$ cat src/rtl/tsense_pkg.sv
package tsense_pkg;
    typedef enum logic [1:0] {
        ST_IDLE      = 2'd0,
        ST_PRECHARGE = 2'd1,
        ST_DISCHARGE = 2'd2,
        ST_LATCH     = 2'd3
    } tsense_state_e;
endpackage

$ cat src/rtl/tsense_prescaler.sv
module tsense_prescaler #(
    parameter int PERIOD = 50_000_000
) (
    input  logic clk,
    input  logic rst_n,
    output logic tick_o
);
    localparam int CW = (PERIOD > 1) ? $clog2(PERIOD) : 1;
    localparam logic [CW-1:0] LAST = CW'(PERIOD - 1);

    logic [CW-1:0] cnt_q;

    assign tick_o = (cnt_q == LAST);

    always_ff @(posedge clk or negedge rst_n) begin
        if (!rst_n)
            cnt_q <= '0;
        else if (tick_o)
            cnt_q <= '0;
        else
            cnt_q <= cnt_q + 1'b1;
    end
endmodule

$ cat src/rtl/tsense_sync2.sv
module tsense_sync2 (
    input  logic clk,
    input  logic rst_n,
    input  logic async_i,
    output logic sync_o
);
    logic meta_q, sync_q;

    always_ff @(posedge clk or negedge rst_n) begin
        if (!rst_n) begin
            meta_q <= 1'b0;
            sync_q <= 1'b0;
        end else begin
            meta_q <= async_i;
            sync_q <= meta_q;
        end
    end

    assign sync_o = sync_q;
endmodule

$ cat src/rtl/tsense_satcnt.sv
module tsense_satcnt #(
    parameter int WIDTH = 6,
    parameter int MAX   = 63
) (
    input  logic             clk,
    input  logic             rst_n,
    input  logic             clr_i,
    input  logic             en_i,
    output logic [WIDTH-1:0] cnt_o,
    output logic             at_max_o
);
    localparam logic [WIDTH-1:0] TOP = WIDTH'(MAX);

    logic [WIDTH-1:0] cnt_q;

    assign at_max_o = (cnt_q == TOP);
    assign cnt_o    = cnt_q;

    always_ff @(posedge clk or negedge rst_n) begin
        if (!rst_n)
            cnt_q <= '0;
        else if (clr_i)
            cnt_q <= '0;
        else if (en_i && !at_max_o)
            cnt_q <= cnt_q + 1'b1;
    end
endmodule

$ cat src/rtl/tsense_seq.sv
module tsense_seq
    import tsense_pkg::*;
#(
    parameter int PERIOD    = 50_000_000,
    parameter int PRE_CYC   = 4,
    parameter int CODE_W    = 6,
    parameter int DAC_W     = 4,
    parameter int BIAS_CODE = 10
) (
    input  logic              clk,
    input  logic              rst_n,
    input  logic              discharged_i,
    output logic              precharge_o,
    output logic              discharge_en_o,
    output logic [DAC_W-1:0]  bias_o,
    output logic [CODE_W-1:0] code_o,
    output logic              valid_o
);
    localparam int CODE_MAX = (1 << CODE_W) - 1;
    localparam int PRE_W    = (PRE_CYC > 1) ? $clog2(PRE_CYC) : 1;

    tsense_state_e    state_q, state_d;
    logic             tick;
    logic             dis_sync;
    logic [PRE_W-1:0] pre_cnt;
    logic             pre_done;
    logic [CODE_W-1:0] dly_cnt;
    logic             dly_sat;
    logic [CODE_W-1:0] code_q;
    logic             valid_q;

    tsense_prescaler #(.PERIOD(PERIOD)) u_tick (
        .clk    (clk),
        .rst_n  (rst_n),
        .tick_o (tick)
    );

    tsense_sync2 u_sync (
        .clk     (clk),
        .rst_n   (rst_n),
        .async_i (discharged_i),
        .sync_o  (dis_sync)
    );

    tsense_satcnt #(.WIDTH(PRE_W), .MAX(PRE_CYC - 1)) u_pre (
        .clk      (clk),
        .rst_n    (rst_n),
        .clr_i    (state_q != ST_PRECHARGE),
        .en_i     (state_q == ST_PRECHARGE),
        .cnt_o    (pre_cnt),
        .at_max_o (pre_done)
    );

    tsense_satcnt #(.WIDTH(CODE_W), .MAX(CODE_MAX)) u_dly (
        .clk      (clk),
        .rst_n    (rst_n),
        .clr_i    (state_q == ST_PRECHARGE),
        .en_i     ((state_q == ST_DISCHARGE) && !dis_sync),
        .cnt_o    (dly_cnt),
        .at_max_o (dly_sat)
    );

    // State register
    always_ff @(posedge clk or negedge rst_n) begin
        if (!rst_n)
            state_q <= ST_IDLE;
        else
            state_q <= state_d;
    end

    // Transitions
    always_comb begin
        state_d = state_q;
        unique case (state_q)
            ST_IDLE:      if (tick) state_d = ST_PRECHARGE;
            ST_PRECHARGE: if (pre_done) state_d = ST_DISCHARGE;
            ST_DISCHARGE: if (dis_sync || dly_sat) state_d = ST_LATCH;
            ST_LATCH:     state_d = ST_IDLE;
            default:      state_d = ST_IDLE;
        endcase
    end

    // Moore outputs toward the analog front end
    always_comb begin
        precharge_o    = 1'b0;
        discharge_en_o = 1'b0;
        bias_o         = '0;
        unique case (state_q)
            ST_PRECHARGE: precharge_o = 1'b1;
            ST_DISCHARGE: begin
                discharge_en_o = 1'b1;
                bias_o         = DAC_W'(BIAS_CODE);
            end
            default: ;
        endcase
    end

    // Result register
    always_ff @(posedge clk or negedge rst_n) begin
        if (!rst_n) begin
            code_q  <= '0;
            valid_q <= 1'b0;
        end else begin
            valid_q <= (state_q == ST_LATCH);
            if (state_q == ST_LATCH)
                code_q <= dly_cnt;
        end
    end

    assign code_o  = code_q;
    assign valid_o = valid_q;

    logic unused_pre;
    assign unused_pre = ^pre_cnt;
endmodule

$ cat config.mk
export PLATFORM = sky130hd
export DESIGN_NAME = tsense_seq
export DESIGN_NICKNAME = d
export VERILOG_FILES = /design/src/rtl/tsense_pkg.sv /design/src/rtl/tsense_prescaler.sv /design/src/rtl/tsense_sync2.sv /design/src/rtl/tsense_satcnt.sv /design/src/rtl/tsense_seq.sv
export SDC_FILE = /design/constraint.sdc
export NUM_CORES = 1
export LEC_CHECK = 0
export ABC_AREA = 1
export BUFFER_PORTS_ARGS = -buffer_cell sky130_fd_sc_hd__buf_2
export CAP_MARGIN = 20
export CORE_UTILIZATION = 65
export DETAILED_ROUTE_END_ITERATION = 8
export GPL_TIMING_DRIVEN = 0
export HOLD_SLACK_MARGIN = 0.05
export PLACE_DENSITY = 0.9
export REMOVE_ABC_BUFFERS = 1
export SETUP_SLACK_MARGIN = 0.05
export SLEW_MARGIN = 20
export SYNTH_ARGS = -nofsm -noshare
export SYNTH_HDL_FRONTEND = slang
export SYNTH_HIERARCHICAL = 1
export SYNTH_SLANG_ARGS = --single-unit
$ cat constraint.sdc
create_clock -name clk -period 3.4 [get_ports clk]
set_clock_uncertainty 0.05 [all_clocks]
set_input_delay 0.51 -clock clk [delete_from_list [all_inputs] [get_ports clk]]
set_output_delay 0.51 -clock clk [all_outputs]
set_load 0.1 [all_outputs]
* After elaboration in Yosys (flattened, before gate mapping)
Index checks and enable logic that the tools add are counted.
** Word-level totals
- Bits in registers :: 45
- Input port bits :: 3
- Output and inout port bits :: 13
** Operators by class
- Add/subtract/negate cells :: 3
- Eq/ne operators :: 10
- Multiplexer cells :: 12
- Reductions and logical operators :: 11
** Operators by type and width (number)
- adder 26 x 1 -> 26 bit (second input constant) :: 1
- == test 26 bit (second input constant) :: 1
- two-way mux 26 bit :: 1
- two-way mux 6 bit :: 2
- two-way mux 2 bit :: 5
- case mux 2 bit (4 select lines) :: 1
- adder 6 x 1 -> 6 bit (second input constant) :: 1
- == test 2 bit (second input constant) :: 3
- == test 6 bit (second input constant) :: 1
- two-way mux 4 bit :: 1
- != test 2 x 1 -> 1 bit (second input constant) :: 2
- != test 2 bit (second input constant) :: 2
- nonzero test 2 bit :: 2
- logical AND 1 bit :: 3
- logical NOT 1 bit :: 3
- AND reduction 3 bit :: 1
- adder 2 x 1 -> 2 bit (second input constant) :: 1
- == test 2 x 1 -> 1 bit (second input constant) :: 1
- logical NOT 2 bit :: 1
- two-way mux 1 bit :: 2
- logical OR 1 bit :: 1

* Logic depth before layout (Yosys ltp)
Gate-level depths: netlist (run 1).
- Depth after elaboration :: 5
- Mapped depth :: 12

* By module
The synthesis (run 1) kept the hierarchy.
** By module, submodules not included
- tsense_prescaler :: times used 1, cells an instance 214, area each 1520.2 um^2, seq. area each 650.6 um^2
- tsense_seq :: times used 1, cells an instance 46, area each 504.2 um^2, seq. area each 225.2 um^2
- tsense_satcnt (u_dly) :: times used 1, cells an instance 53, area each 399.1 um^2, seq. area each 150.1 um^2
- tsense_satcnt (u_pre) :: times used 1, cells an instance 13, area each 106.4 um^2, seq. area each 50.0 um^2
- tsense_sync2 :: times used 1, cells an instance 2, area each 50.0 um^2, seq. area each 50.0 um^2

* Worst setup path after synthesis (run 1)
No wires, ideal clock.
- Path type :: reg-to-output
- Start :: register state_q[0]
- End :: output bias_o[1]
- Arrival :: 1777 ps
- Data required time :: 2840 ps
- Path slack :: 1063 ps
- Stages on the path, launching flop included :: 4
- Buffers on the path :: 1
- Cells stage by stage :: dfrtp_1 -> inv_1 -> ha_1 -> buf_4
** Between the ends
- Cells in the longest elaborated chain, start to end :: 2
** RTL lines
- start, declared :: line tsense_seq.sv:22 : tsense_state_e state_q, state_d;
- start signal, assigned :: line tsense_seq.sv:68 : state_q <= state_d;
- == test 2 bit :: line tsense_seq.sv:88 : unique case (state_q)
- two-way mux 4 bit :: line tsense_seq.sv:88
- end, declared :: line tsense_seq.sv:15 : output logic [DAC_W-1:0] bias_o,
No other way between the ends.

* Worst setup path in the final report (run 1)
- Start :: register state_q[1]
- End :: output precharge_o
** Between the ends
- Cells in the longest elaborated chain, start to end :: 2
** RTL lines
- == test 2 x 1 -> 1 bit :: line tsense_seq.sv:88
- two-way mux 1 bit :: line tsense_seq.sv:88
- end, declared :: line tsense_seq.sv:13 : output logic precharge_o,
No other way between the ends.

==> results.sh, run 1 <==
export IMPL_gp_routability_congestion=0.892
export IMPL_yosysWarnings=6
export IMPL_cts_resized=0
export IMPL_worst_hold_slack_ns=0.152
export IMPL_syn_inst=328
export IMPL_swShare=0.202
export IMPL_wl_per_cell_um=13.0
export IMPL_synth_compound_area_share=0.0194
export IMPL_areaGrowthSynthToFinish_pct=7.08
export IMPL_antenna_found_initial=0
export IMPL_leakage_nw=1.40
export IMPL_rows=22
export IMPL_yosys_area_share_simple=0.336
export IMPL_hold_violations=0
export IMPL_ant_nets=0
export IMPL_yosysSeqAreaShare=0.436
export IMPL_drc_errors=0
export IMPL_power_mw=0.941
export IMPL_dr_pass1_iters=5
export IMPL_combPwrFrac=0.022
export IMPL_p_seq_frac=0.570
export IMPL_totalNegativeSetupSlack_ns=0
export IMPL_dieWidth_um=65
export IMPL_drv_slew=0
export IMPL_overflow=0
export IMPL_hpwl_mm=3.70
export IMPL_routed_wl_mm=5.10
export IMPL_required_ns=2.84
export IMPL_worst_pin_slew_ns=0.543
export IMPL_maxCapViolations=0
export IMPL_start_util=0.689
export IMPL_die_h_um=65
export IMPL_grt_usage=0.275
export IMPL_worstHoldPathType="in2async"
export IMPL_intPower_mw=0.751
export IMPL_power_switching_mw=0.190
export IMPL_p_clk_frac=0.408
export IMPL_grt_pass1_vias=2037
export IMPL_cp_arrival_ns=1.76
export IMPL_vias=2139
export IMPL_cp_max_fo=12
export IMPL_final_area_sq_mm=0.00276
export IMPL_synth_edf_count=0
export IMPL_grt_first_pass_wirelength_mm=8.83
export IMPL_synth_top_family_by_area="simple AND/OR/NAND/NOR gates"
export IMPL_cts_clk_slew_worst_paths_ns=0.08
export IMPL_cts_setup_buffers=0
export IMPL_ys_ff_latch=45
export IMPL_cts_tree="built"
export IMPL_grt_max_degree=46
export IMPL_synth_area_sq_mm=0.00258
export IMPL_clk_path_buf_depth=2
export IMPL_p_per_area_mw_per_mm2=340
export IMPL_drt_iter0_drc=268
export IMPL_clockRootBuffer="clkbuf_8"
export IMPL_ioPinCount=16
export IMPL_cp_end_kind="output pin"
export IMPL_placed_cell_area_sq_mm=0.00266
export IMPL_start_kind="flop"
export IMPL_nets=355
export IMPL_htreeDepth=2
export IMPL_synth_adder_area_share=0.0436
export IMPL_fin_crit_sh=0.682
export IMPL_clock_fmax_mhz=432
export IMPL_slew_headroom=0.638
export IMPL_period_minus_slack_ns=2.32
export IMPL_ir_drop_mv=0.216
export IMPL_postSynth_asyncResetShare=1.00
export IMPL_viasPerCell=5.47
export IMPL_synthMuxAreaShare=0.0349
export IMPL_n_fill_cell=297
export IMPL_port_buffers=13
export IMPL_synth_xor_area_frac=0.0509
export IMPL_cts_buffers=5
export IMPL_ys_flop_type="dfrtp_1"
export IMPL_outcome="finished, final reports clean"
export IMPL_n_antenna_cell=0
export IMPL_clock_sinks=45
export IMPL_ctsHoldBuffers=0
export IMPL_criticalPathCategory="reg2out"
export IMPL_clk_latency_ns=0.29
export IMPL_die_area_sq_mm=0.00423
export IMPL_finalSetupViolations=0
export IMPL_drive_above_1_share=0.120
export IMPL_core_sq_mm=0.00374
export IMPL_syn_area_per_cell_sq_um=7.87
export IMPL_ys_types=26
export IMPL_rsz0062_at_grt="false"
==> metrics by stage <==
step | setup slack [ns] | cells | utilization
2_1_floorplan | -0.273 | 323 | -
3_3_place_gp | 1.44 | 384 | 0.710
3_5_place_dp | 1.40 | 384 | 0.710
4_1_cts | 1.07 | 391 | 0.737
5_1_grt | 0.990 | 391 | 0.738
6_report | 1.08 | 391 | 0.738
==> cells by family after synthesis <==
logic type	Yosys count
other	1
adders and majority gates	9
and+or+nand+nor	198
xor gates and xnor gates	15
DFF	45
AOI/OAI and AO/OA	9
muxes	6
buffers and inverters	45
==> cell type report <==
| type | instances | area, sq um | area share |
|---|---|---|---|
| Multi-Input combinational cell | 239 | 1260 | 0.456 |
| Sequential cell | 45 | 1130 | 0.408 |
| Inverter | 39 | 146 | 0.0530 |
| Clock buffer | 5 | 68.8 | 0.0249 |
| Timing Repair Buffer | 13 | 67.6 | 0.0245 |
| Tap cell | 48 | 60.1 | 0.0217 |
| Clock inverter | 2 | 35.0 | 0.0127 |
==> power groups by stage <==
stage               sequential (mW)  clock (mW)  combinational, mW
detailed placement            0.547           0             0.0212
global placement              0.547           0             0.0211
floorplan                     0.547           0            0.00976
CTS                           0.536       0.394             0.0212
finish                        0.536       0.384             0.0207
global route                  0.536       0.417             0.0237
==> cell usage after synthesis, types with 2 or more instances <==
cell | number | area [sq um]
xnor2_1 | 3 | 26.3
nand2_1 | 78 | 293
a21oi_1 | 6 | 30.0
and2_1 | 2 | 12.5
nor2_2 | 5 | 31.3
nand2_4 | 2 | 22.5
ha_1 | 9 | 113
nand3_1 | 29 | 145
nand4_1 | 5 | 31.3
inv_1 | 37 | 139
dfrtp_1 | 45 | 1130
buf_4 | 4 | 30.0
nand2_2 | 2 | 12.5
buf_6 | 2 | 22.5
nor3_1 | 4 | 20.0
xor2_1 | 12 | 105
mux2_4 | 6 | 90.1
nor2_1 | 67 | 251
inv_2 | 2 | 7.51
o21bai_1 | 2 | 15.0
==> cell usage in the layout (no fill, tap or decap), types with 3 or more instances in the layout <==
cell type | synthesis | routed
nand4_1 | 5 | 5
nand2_1 | 78 | 78
buf_2 | 0 | 12
mux2_4 | 6 | 6
nand3_1 | 29 | 29
dfrtp_1 | 45 | 45
nor2_2 | 5 | 5
nor2_1 | 67 | 67
xnor2_1 | 3 | 3
ha_1 | 9 | 9
inv_1 | 37 | 37
clkbuf_8 | 0 | 5
a21oi_1 | 6 | 6
nor3_1 | 4 | 4
xor2_1 | 12 | 12
==> final timing paths <==
path / slack, ns / end / depth (start not counted) / startpoint
setup / recovery: 1.08 / precharge_o / 3 / state_q[1]
hold / removal: 0.15 / u_tick/cnt_q[21] / 1 / rst_n
setup reg to reg: 1.61 / u_tick/cnt_q[13] / 6 / u_tick/cnt_q[0]
hold reg to reg: 0.31 / u_sync/sync_o / 0 / u_sync/meta_q
max in group asynchronous: 2.78 / u_tick/cnt_q[6] / 1 / rst_n
min in group clk: 0.27 / u_sync/meta_q / 1 / discharged_i
==> layer usage <==
metal / global-route usage / vias to the layer above / share of wire
met3: 0.0616 / 11 / 0.054
met1: 0.346 / 1016 / 0.43
met4: 0.0806 / 0 / 0.017
li1: - / 1040 / -
met5: 0 / - / 0
met2: 0.470 / 72 / 0.50
==> critical path, cell delays in order, from the launching register on <==
cell and delay, ns:
dfrtp_1 0.42, inv_1 0.11, ha_1 0.42, buf_2 0.51
==> registers in the layout, indices dropped and copies added, names as in the netlist <==
| name | cells |
|---|---|
| u_tick/cnt_q | 26 |
| code_o | 6 |
| u_dly/cnt_o | 6 |
| state_q | 2 |
| u_pre/cnt_o | 2 |
| u_sync/meta_q | 1 |
| u_sync/sync_o | 1 |
| valid_o | 1 |
Power figures use the tool's default switching activity.
==> run 2, diff against run 1 <==
CORE_UTILIZATION = 54   (was 65)
PLACE_DENSITY = 0.8   (was 0.9)
clock period = 1.95 ns   (was 3.4 ns; I/O delays follow)
==> run 2 against run 1 <==
The flow now finishes with violations (design-rule violations). Core utilization decreased by 11 points. Design area increased by 1.7%. Critical path depth unchanged. Cell count increased by 1.8%. Die area increased by 20%. Largest power group unchanged. Sequential power increased by 74%. Flip-flop and latch count unchanged. Combinational power increased by 91%.
==> results.sh, run 2 (synthesis gave the netlist of run 1 again) <==
export IMPL_place_inst=388
export IMPL_worst_pin_slew_ns=0.556
export IMPL_start_kind="flop"
export IMPL_slew_headroom=0.630
export IMPL_required_ns=1.61
export IMPL_clock_sinks=45
export IMPL_rows=24
export IMPL_routed_wl_mm=4.78
export IMPL_regArea_sq_mm=0.00113
export IMPL_maxCapViolations=0
export IMPL_htreeDepth=2
export IMPL_areaGrowthSynthToFinish_pct=8.87
export IMPL_finalSetupViolations=0
export IMPL_criticalPathCategory="reg2out"
export IMPL_regMostFlops="u_tick/cnt_q"
export IMPL_drc_errors=2
export IMPL_vias=2052
export IMPL_leakage_nw=1.41
export IMPL_rsz0062_at_grt="true"
export IMPL_cp_max_fo=5
export IMPL_grt_pass1_vias=1964
export IMPL_clk_latency_ns=0.30
export IMPL_core_sq_mm=0.00447
export IMPL_p_per_area_mw_per_mm2=598
export IMPL_final_area_sq_mm=0.00281
export IMPL_outcome="complete, but fails checks"
export IMPL_layout_setup_ws_ns=0.0902
export IMPL_worst_hold_slack_ns=0.322
export IMPL_port_buffers=13
export IMPL_placed_cell_area_sq_mm=0.00266
export IMPL_hold_violations=0
export IMPL_utilization=0.628
export IMPL_n_fill_cell=390
export IMPL_period_minus_slack_ns=1.86
export IMPL_cts_clk_slew_worst_paths_ns=0.09
export IMPL_ioPinCount=16
export IMPL_cts_buffers=5
export IMPL_nets=357
export IMPL_fin_crit_sh=0.954
export IMPL_antenna_found_initial=0
export IMPL_viasPerCell=5.16
export IMPL_overflow=0
export IMPL_gp_routability_congestion=0.903
export IMPL_die_h_um=71.1
export IMPL_place_ws_ns=0.189
export IMPL_grt_max_degree=46
export IMPL_cp_arrival_ns=1.52
export IMPL_grt_first_pass_wirelength_mm=8.35
export IMPL_worstHoldPathType="reg2reg"
export IMPL_cp_end_kind="output pin"
export IMPL_ir_drop_mv=0.457
export IMPL_cts_tree="built"
export IMPL_dr_pass1_iters=7
export IMPL_start_util=0.577
export IMPL_ant_nets=0
export IMPL_final_common_cell="nand2_1"
export IMPL_multi_input_area_sq_mm=0.00127
export IMPL_totalNegativeSetupSlack_ns=0
export IMPL_clockRootBuffer="clkbuf_8"
export IMPL_largest_reg_flops=26
export IMPL_fin_cells=398
export IMPL_clock_fmax_mhz=538
export IMPL_drive_above_1_share=0.121
export IMPL_drt_iter0_drc=165
export IMPL_wl_per_cell_um=12.0
export IMPL_grt_usage=0.212
export IMPL_dieWidth_um=71.1
export IMPL_final_cell_mix="nand2_1 (78), nor2_1 (67), dfrtp_1 (45)"
export IMPL_drv_slew=0
export IMPL_n_antenna_cell=0
export IMPL_die_area_sq_mm=0.00506
export IMPL_failed_checks="design-rule violations"
export IMPL_power_mw=1.68
export IMPL_clk_path_buf_depth=2
export IMPL_hpwl_mm=3.44
[run 2: cell type report]
cell class | instances | area share
Inverter | 39 | 0.0521
Timing Repair Buffer | 15 | 0.0334
Multi-Input combinational cell | 239 | 0.451
Tap cell | 52 | 0.0232
Sequential cell | 45 | 0.401
Clock buffer | 6 | 0.0258
Clock inverter | 2 | 0.0138
[run 2: worst paths after layout]
check | cells past startpoint | start | slack, ns | to
min in group asynchronous | 2 | rst_n | 0.48 | u_tick/cnt_q[13]
setup reg to reg | 8 | state_q[0] | 0.30 | u_dly/cnt_o[1]
setup / recovery | 3 | state_q[0] | 0.09 | bias_o[3]
hold / removal | 0 | u_sync/meta_q | 0.32 | u_sync/sync_o
hold reg to reg | 0 | u_sync/meta_q | 0.32 | u_sync/sync_o
max in group asynchronous | 2 | rst_n | 1.00 | code_o[4]
[run 2: timing repair]
action	CTS	global route
endpoints found under the setup margin	1	16
hold endpoints to repair	1	45
buffers inserted	0	0
hold buffers	1	1
resized for setup	2	2
[run 2: worst max-delay path: stages (launching register included)]
cell	delay [ns]
dfrtp_1	0.43
inv_1	0.12
ha_1	0.22
buf_2	0.45
[run 2: layer usage]
metal  GRT usage  vias to the layer above  share of wire  routed length (um)
met5           0                        -              0                   0
met3      0.0427                        7          0.038                 181
li1            -                     1042              -                   -
met2       0.359                       34           0.46                2190
met1       0.276                      969           0.49                2350
met4      0.0667                        0          0.013                  63
[run 2: power by group]
part,total (mW),internal (mW),switching (mW),leakage [nW]
registers,0.935,0.934,0.000968,0.610
logic,0.0395,0.00481,0.0347,0.747
clock network,0.705,0.385,0.320,0.0554
total,1.68,1.32,0.356,1.41
